## src/rtl/bank_pkg.sv

```systemverilog
package bank_pkg;

    localparam int MODE_W     = 5;
    localparam int LIDX_W     = 4;
    localparam int NUM_LOG    = 15;
    localparam int FIQ_LO     = 8;
    localparam int SP_IDX     = 13;
    localparam int NUM_FIQ_BK = NUM_LOG - FIQ_LO;
    localparam int NUM_EXC_BK = NUM_LOG - SP_IDX;
    localparam int NUM_SMALL  = 4;
    localparam int FIQ_BASE   = NUM_LOG;
    localparam int SMALL_BASE = FIQ_BASE + NUM_FIQ_BK;
    localparam int NUM_PHYS   = SMALL_BASE + NUM_SMALL * NUM_EXC_BK;
    localparam int PIDX_W     = $clog2(NUM_PHYS);
    localparam int NUM_SPSR   = 1 + NUM_SMALL;
    localparam int SIDX_W     = $clog2(NUM_SPSR);

    localparam logic [MODE_W-1:0] MODE_USR = 5'h10;
    localparam logic [MODE_W-1:0] MODE_FIQ = 5'h11;
    localparam logic [MODE_W-1:0] MODE_IRQ = 5'h12;
    localparam logic [MODE_W-1:0] MODE_SVC = 5'h13;
    localparam logic [MODE_W-1:0] MODE_ABT = 5'h17;
    localparam logic [MODE_W-1:0] MODE_UND = 5'h1B;
    localparam logic [MODE_W-1:0] MODE_SYS = 5'h1F;

    typedef enum logic [2:0] {
        BK_USR = 3'd0,
        BK_FIQ = 3'd1,
        BK_IRQ = 3'd2,
        BK_SVC = 3'd3,
        BK_ABT = 3'd4,
        BK_UND = 3'd5
    } bank_e;

    function automatic logic [PIDX_W-1:0] small_base(input bank_e bk);
        logic [PIDX_W-1:0] step;
        step = PIDX_W'(bk) - PIDX_W'(BK_IRQ);
        return PIDX_W'(SMALL_BASE) + PIDX_W'(NUM_EXC_BK) * step;
    endfunction

endpackage

```

## src/rtl/bk_mode_decode.sv

```systemverilog
module bk_mode_decode
    import bank_pkg::*;
(
    input  logic [MODE_W-1:0] mode,
    output bank_e             bank,
    output logic              has_spsr
);

    always_comb begin
        unique case (mode)
            MODE_FIQ: bank = BK_FIQ;
            MODE_IRQ: bank = BK_IRQ;
            MODE_SVC: bank = BK_SVC;
            MODE_ABT: bank = BK_ABT;
            MODE_UND: bank = BK_UND;
            MODE_USR,
            MODE_SYS: bank = BK_USR;
            default:  bank = BK_USR;
        endcase
        has_spsr = (bank != BK_USR);
    end

endmodule

```

## src/rtl/bk_addr_map.sv

```systemverilog
module bk_addr_map
    import bank_pkg::*;
(
    input  bank_e             bank,
    input  logic [LIDX_W-1:0] lidx,
    output logic [PIDX_W-1:0] pidx,
    output logic              valid
);

    always_comb begin
        valid = (lidx < LIDX_W'(NUM_LOG));
        pidx  = PIDX_W'(lidx);
        unique case (bank)
            BK_FIQ: begin
                if (lidx >= LIDX_W'(FIQ_LO) && valid)
                    pidx = PIDX_W'(FIQ_BASE) + PIDX_W'(lidx - LIDX_W'(FIQ_LO));
            end
            BK_IRQ, BK_SVC, BK_ABT, BK_UND: begin
                if (lidx >= LIDX_W'(SP_IDX) && valid)
                    pidx = small_base(bank) + PIDX_W'(lidx - LIDX_W'(SP_IDX));
            end
            default: begin
                pidx = PIDX_W'(lidx);
            end
        endcase
    end

endmodule

```

## src/rtl/bk_store.sv

```systemverilog
module bk_store #(
    parameter int DATA_W  = 32,
    parameter int ENTRIES = 30,
    parameter int NUM_RD  = 2,
    localparam int IDX_W  = $clog2(ENTRIES)
) (
    input  logic                           clk,
    input  logic                           rst_n,
    input  logic [NUM_RD-1:0][IDX_W-1:0]   rd_idx,
    output logic [NUM_RD-1:0][DATA_W-1:0]  rd_data,
    input  logic                           a_en,
    input  logic [IDX_W-1:0]               a_idx,
    input  logic [DATA_W-1:0]              a_data,
    input  logic                           b_en,
    input  logic [IDX_W-1:0]               b_idx,
    input  logic [DATA_W-1:0]              b_data
);

    logic [ENTRIES-1:0][DATA_W-1:0] cells;

    for (genvar e = 0; e < ENTRIES; e++) begin : g_cell
        always_ff @(posedge clk or negedge rst_n) begin
            if (!rst_n) begin
                cells[e] <= '0;
            end else if (b_en && b_idx == IDX_W'(e)) begin
                cells[e] <= b_data;
            end else if (a_en && a_idx == IDX_W'(e)) begin
                cells[e] <= a_data;
            end
        end
    end

    for (genvar p = 0; p < NUM_RD; p++) begin : g_rd
        always_comb begin
            rd_data[p] = '0;
            if (int'(rd_idx[p]) < ENTRIES)
                rd_data[p] = cells[rd_idx[p]];
        end
    end

endmodule

```

## src/rtl/banked_regfile.sv

```systemverilog
module banked_regfile
    import bank_pkg::*;
#(
    parameter int DATA_W = 32
) (
    input  logic                 clk,
    input  logic                 rst_n,
    input  logic [4:0]           cur_mode,
    input  logic [3:0]           rd_a_idx,
    output logic [DATA_W-1:0]    rd_a_data,
    input  logic [3:0]           rd_b_idx,
    output logic [DATA_W-1:0]    rd_b_data,
    input  logic                 wr_en,
    input  logic [3:0]           wr_idx,
    input  logic [DATA_W-1:0]    wr_data,
    output logic [DATA_W-1:0]    spsr_rd_data,
    input  logic                 spsr_wr_en,
    input  logic [DATA_W-1:0]    spsr_wr_data,
    input  logic [4:0]           bank_wr_mode,
    input  logic                 bank_lr_wr_en,
    input  logic [DATA_W-1:0]    bank_lr_data,
    input  logic                 bank_spsr_wr_en,
    input  logic [DATA_W-1:0]    bank_spsr_data
);

    localparam int NUM_RD = 2;

    bank_e cur_bank, tgt_bank;
    logic  cur_has_spsr, tgt_has_spsr;

    bk_mode_decode u_cur_dec (
        .mode     (cur_mode),
        .bank     (cur_bank),
        .has_spsr (cur_has_spsr)
    );

    bk_mode_decode u_tgt_dec (
        .mode     (bank_wr_mode),
        .bank     (tgt_bank),
        .has_spsr (tgt_has_spsr)
    );

    logic [NUM_RD-1:0][LIDX_W-1:0] rd_lidx;
    logic [NUM_RD-1:0][PIDX_W-1:0] rd_pidx;
    logic [NUM_RD-1:0]             rd_valid;
    logic [NUM_RD-1:0][DATA_W-1:0] rd_raw;
    logic [NUM_RD-1:0][DATA_W-1:0] rd_out;

    assign rd_lidx[0] = rd_a_idx;
    assign rd_lidx[1] = rd_b_idx;

    for (genvar p = 0; p < NUM_RD; p++) begin : g_rmap
        bk_addr_map u_map (
            .bank  (cur_bank),
            .lidx  (rd_lidx[p]),
            .pidx  (rd_pidx[p]),
            .valid (rd_valid[p])
        );
        assign rd_out[p] = rd_valid[p] ? rd_raw[p] : '0;
    end

    assign rd_a_data = rd_out[0];
    assign rd_b_data = rd_out[1];

    logic [PIDX_W-1:0] wr_pidx, lr_pidx;
    logic              wr_valid, lr_valid;

    bk_addr_map u_wmap (
        .bank  (cur_bank),
        .lidx  (wr_idx),
        .pidx  (wr_pidx),
        .valid (wr_valid)
    );

    bk_addr_map u_lrmap (
        .bank  (tgt_bank),
        .lidx  (LIDX_W'(SP_IDX + 1)),
        .pidx  (lr_pidx),
        .valid (lr_valid)
    );

    bk_store #(
        .DATA_W  (DATA_W),
        .ENTRIES (NUM_PHYS),
        .NUM_RD  (NUM_RD)
    ) u_gpr (
        .clk     (clk),
        .rst_n   (rst_n),
        .rd_idx  (rd_pidx),
        .rd_data (rd_raw),
        .a_en    (wr_en && wr_valid),
        .a_idx   (wr_pidx),
        .a_data  (wr_data),
        .b_en    (bank_lr_wr_en && lr_valid),
        .b_idx   (lr_pidx),
        .b_data  (bank_lr_data)
    );

    logic [0:0][SIDX_W-1:0] sp_rd_idx;
    logic [0:0][DATA_W-1:0] sp_raw;
    logic [SIDX_W-1:0]      sp_tgt_idx;

    assign sp_rd_idx[0] = SIDX_W'(cur_bank) - SIDX_W'(1);
    assign sp_tgt_idx   = SIDX_W'(tgt_bank) - SIDX_W'(1);

    bk_store #(
        .DATA_W  (DATA_W),
        .ENTRIES (NUM_SPSR),
        .NUM_RD  (1)
    ) u_spsr (
        .clk     (clk),
        .rst_n   (rst_n),
        .rd_idx  (sp_rd_idx),
        .rd_data (sp_raw),
        .a_en    (spsr_wr_en && cur_has_spsr),
        .a_idx   (sp_rd_idx[0]),
        .a_data  (spsr_wr_data),
        .b_en    (bank_spsr_wr_en && tgt_has_spsr),
        .b_idx   (sp_tgt_idx),
        .b_data  (bank_spsr_data)
    );

    assign spsr_rd_data = cur_has_spsr ? sp_raw[0] : '0;

endmodule

```

## config.mk

```make
export PLATFORM = sky130hd
export DESIGN_NAME = banked_regfile
export DESIGN_NICKNAME = d
export VERILOG_FILES = /design/src/rtl/bank_pkg.sv /design/src/rtl/bk_mode_decode.sv /design/src/rtl/bk_addr_map.sv /design/src/rtl/bk_store.sv /design/src/rtl/banked_regfile.sv
export SDC_FILE = /design/constraint.sdc
export NUM_CORES = 2
export LEC_CHECK = 0
export CORE_MARGIN = 2
export CORE_UTILIZATION = 45
export DETAILED_ROUTE_END_ITERATION = 10
export PLACE_DENSITY = 0.74
export SLEW_MARGIN = 20
export SYNTH_ARGS = -nofsm -noshare
export SYNTH_HDL_FRONTEND = slang
export SYNTH_HIERARCHICAL = 1
export SYNTH_SLANG_ARGS = --single-unit
```

## constraint.sdc

```tcl
create_clock -name clk -period 6.45 [get_ports clk]
set_input_delay 0.9675 -clock clk [delete_from_list [all_inputs] [get_ports clk]]
set_output_delay 0.9675 -clock clk [all_outputs]
set_load 0.01 [all_outputs]
```

==> load_flow_metrics.sql <==
INSERT INTO impl_metrics (metric_group, metric, value, unit) VALUES
('place', 'post-dp-hpwl', '178', 'mm'),
('global_route', 'grt_max_degree', '166', ''),
('setup_path', 'crit_path_max_fanout', '9', ''),
('power_and_ir_drop', 'cellPowerDensity', '309', 'mW/mm2'),
('floorplan', 'placeable_core_area', '0.158', 'mm2'),
('cells_and_area', 'fillCellCount', '12980', ''),
('timing', 'final_max_slew_viol_count', '0', ''),
('cells_and_area', 'layout_common_cells', 'mux2i_1, dfrtp_1, nand2_1, o21ai_0, nor2_1', ''),
('setup_path', 'path_class', 'input pin to primary output', ''),
('clock_tree', 'htree_num_levels', '4', ''),
('routing', 'wire_per_inst', '30.4', 'um'),
('clock_tree', 'clock_latency', '820', 'ps'),
('routing', 'drt_pre_antenna_iters', '9', ''),
('power_and_ir_drop', 'seq_power_share', '38.8', '%'),
('routing', 'drt_drc_violations_left', '0', ''),
('global_route', 'via_count_of_the_first_global_routing_pass', '62103', ''),
('timing', 'unrepaired_setup_endpoints_after_global_routing', 'yes', ''),
('floorplan', 'initial_utilization', '45.3', '%'),
('setup_path', 'crit_path_end_kind', 'primary output', ''),
('global_route', 'grt-ovfl-total', '0', ''),
('setup_path', 'reg2reg_depth', '2', ''),
('timing', 'setup_ws', '-41.4', 'ps'),
('flow_run', 'drv_cap', '0', ''),
('floorplan', 'fp.dieH', '403', 'um'),
('routing', 'wl_met3', '43.7', 'mm'),
('timing', 'clock_skews', '0', 'ps'),
('power_and_ir_drop', 'leakage', '38.5', 'nW'),
('power_and_ir_drop', 'power_switching', '8.75', 'mW'),
('run_status', 'status', 'finished, violations left', ''),
('synthesis', 'avgSynthCellArea', '10.2', 'um2'),
('setup_path', 'critPathLaunchType', 'input pin', ''),
('timing', 'number_of_failing_setup_endpoints_in_the_final_timing_report', '1', ''),
('clock_tree', 'ctsLongestPathBuffers', '3', ''),
('power_and_ir_drop', 'power.internal', '17.9', 'mW'),
('routing', 'drt-initial-drc-count', '9631', ''),
('setup_path', 'worst-endpoint-required', '5480', 'ps'),
('routing', 'wl_met2', '121', 'mm'),
('cells_and_area', 'multi_input_comb_area', '0.0411', 'mm2'),
('power_and_ir_drop', 'max-vdd-ir-drop', '257', 'uV'),
('run_status', 'failing_checks', 'setup timing', ''),
('synthesis', 'async_flop_share', '100', '%'),
('cells_and_area', 'final_layout_size_suffix_gt1_share', '22.2', '%'),
('clock_tree', 'tritoncts', 'done', ''),
('synthesis', 'library_cells_used_by_synthesis', '76', ''),
('timing', 'final-hold-violation-count', '0', ''),
('place', 'place.port_buffers', '251', ''),
('place', 'finalWeightedCongestion', '0.970', ''),
('synthesis', 'synth_top_cell_by_area', 'dfrtp_1', ''),
('routing', 'routed_via_density', '6.68', ''),
('clock_tree', 'cts_inserted_buffers', '131', ''),
('cells_and_area', 'layout.nets', '7511', ''),
('hold_path', 'min_path_type', 'input pin to async pin', ''),
('timing', 'slew_at_the_pin_closest_to_its_max_slew_limit', '1220', 'ps'),
('cells_and_area', 'areaGrowthSynthToFinish', '20.2', '%'),
('floorplan', 'boundaryPins', '252', ''),
('synthesis', 'edff_count_synth', '0', ''),
('setup_path', 'cp_data_arrival_time', '5520', 'ps'),
('synthesis', 'count_of_mapped_cells_out_of_synthesis', '7002', ''),
('clock_tree', 'cts.sinks', '1120', ''),
('floorplan', 'rows', '146', ''),
('synthesis', 'synth_warnings', '6', ''),
('synthesis', 'synth_top_area_share', '39.1', '%'),
('routing', 'route.vias.total', '63472', ''),
('clock_tree', 'cts_root_buffer', 'clkbuf_16', ''),
('floorplan', 'chipWidth', '403', 'um'),
('synthesis', 'post_synth_instance_area', '0.0717', 'mm2'),
('power_and_ir_drop', 'switching_share', '32.8', '%'),
('timing', 'clock.fmax', '0.154', 'GHz'),
('routing', 'wirelength_met1', '98.6', 'mm'),
('synthesis', 'synth.ff_latch_count', '1120', ''),
('synthesis', 'synth-seq-area-share', '39.1', '%');
## critical path, stage by stage
cell	delay (ps)
clkdlybuf4s50_1	420
buf_4	150
nor3b_2	150
buf_4	160
buf_4	130
buf_4	170
or3b_4	420
nand2_2	100
nand3_1	80
o211ai_1	180
clkbuf_16	300
buf_4	160
buf_12	150
buf_6	170
mux4_2	530
a221oi_2	310
o22ai_1	120
buf_4	180
and2_1	160
clkdlybuf4s50_1	480
## state kept, by name (all words and copies together) (netlist names)
register	count
u_spsr/cells	160
u_gpr/cells	960
## through the flow
| step | util, % | area [um2] | setup TNS (ps) | hold slack (ps) | cells |
|---|---|---|---|---|---|
| 6_report | 54.4 | 86200 | -41.4 | 214 | 9497 |
| 5_1_grt | 54.4 | 86200 | -126 | 236 | 9489 |
| 4_1_cts | 53.8 | 85200 | -119 | 223 | 9428 |
| 3_5_place_dp | 50.5 | 79900 | -26960 | 539 | 9171 |
| 3_3_place_gp | 50.5 | 80000 | -29820 | 525 | 9171 |
| 2_1_floorplan | - | 71800 | 0 | 510 | 7028 |
## worst paths after layout
kind / from / endpoint / slack, ps
max in group asynchronous: rst_n / u_spsr/cells[13] / 4540
worst max-delay path: cur_mode[4] / rd_a_data[29] / -40
worst min-delay path: rst_n / u_spsr/cells[10] / 210
worst min register to register: u_spsr/cells[88] / u_spsr/cells[88] / 550
min in group clk: u_spsr/cells[88] / u_spsr/cells[88] / 550
worst max register to register: u_gpr/cells[901] / u_gpr/cells[901] / 5540
## repair_timing
item                                    CTS  global route
setup buffers                            21            49
endpoints found under the setup margin   64            61
cloned                                    1             6
pin swaps                                 9            33
gates resized for setup                 118           160
hold buffers                              0             0
## power groups by stage
stage / Sequential [mW] / Clock [mW] / Combinational (mW)
final: 10.3 / 8.12 / 8.18
after global routing: 10.5 / 8.40 / 8.66
after CTS: 10.3 / 8.11 / 7.83
after detailed placement: 10.3 / 0 / 7.70
after global placement: 10.2 / 0 / 7.48
after floorplan: 9.80 / 0 / 5.08
## synth_stat cells (all sizes together), types with 7 or more instances
| master | n |
|---|---|
| a211oi | 14 |
| a21o | 7 |
| a21oi | 509 |
| a221oi | 39 |
| a22o | 19 |
| a22oi | 26 |
| a311o | 8 |
| a32oi | 9 |
| and2 | 114 |
| and3 | 8 |
| buf | 304 |
| clkbuf | 435 |
| dfrtp | 1120 |
| fa | 8 |
| ha | 38 |
| inv | 68 |
| mux2 | 61 |
| mux2i | 1299 |
| mux4 | 433 |
| nand2 | 868 |
| nand2b | 12 |
| nand3 | 54 |
| nand3b | 15 |
| nand4 | 8 |
| nor2 | 542 |
| nor2b | 20 |
| nor3 | 13 |
| nor3b | 16 |
| o211ai | 31 |
| o21ai | 766 |
| o221ai | 9 |
| o22ai | 28 |
| or3 | 18 |
## logic make-up after synthesis
family | synth area share [%]
AO/OA/AOI/OAI | 11.4
XOR/XNOR | 0.147
adder cells (fa/ha/maj) | 0.886
buffers and inverters | 5.41
flip-flops | 39.1
multiplexers | 32.7
other | 0.0105
AND/OR/NAND/NOR | 10.4
## cell type report
cell class              count  share of cell area, %
clock buffers             192                   4.61
inverters                  69                  0.324
multi-input cells        5101                   47.7
repair buffers            886                   11.0
diodes                     14                 0.0406
clock inverters            43                  0.804
well taps                2072                   3.01
flip-flops and latches   1120                   32.5
## per-layer routing
metal | track usage (%) | vias to the layer above
met4 | 24.3 | 36
li1 | - | 25810
met1 | 42.6 | 30998
met2 | 49.9 | 5078
met5 | 0 | -
met3 | 13.0 | 1550
Power figures use the tool's default switching activity.
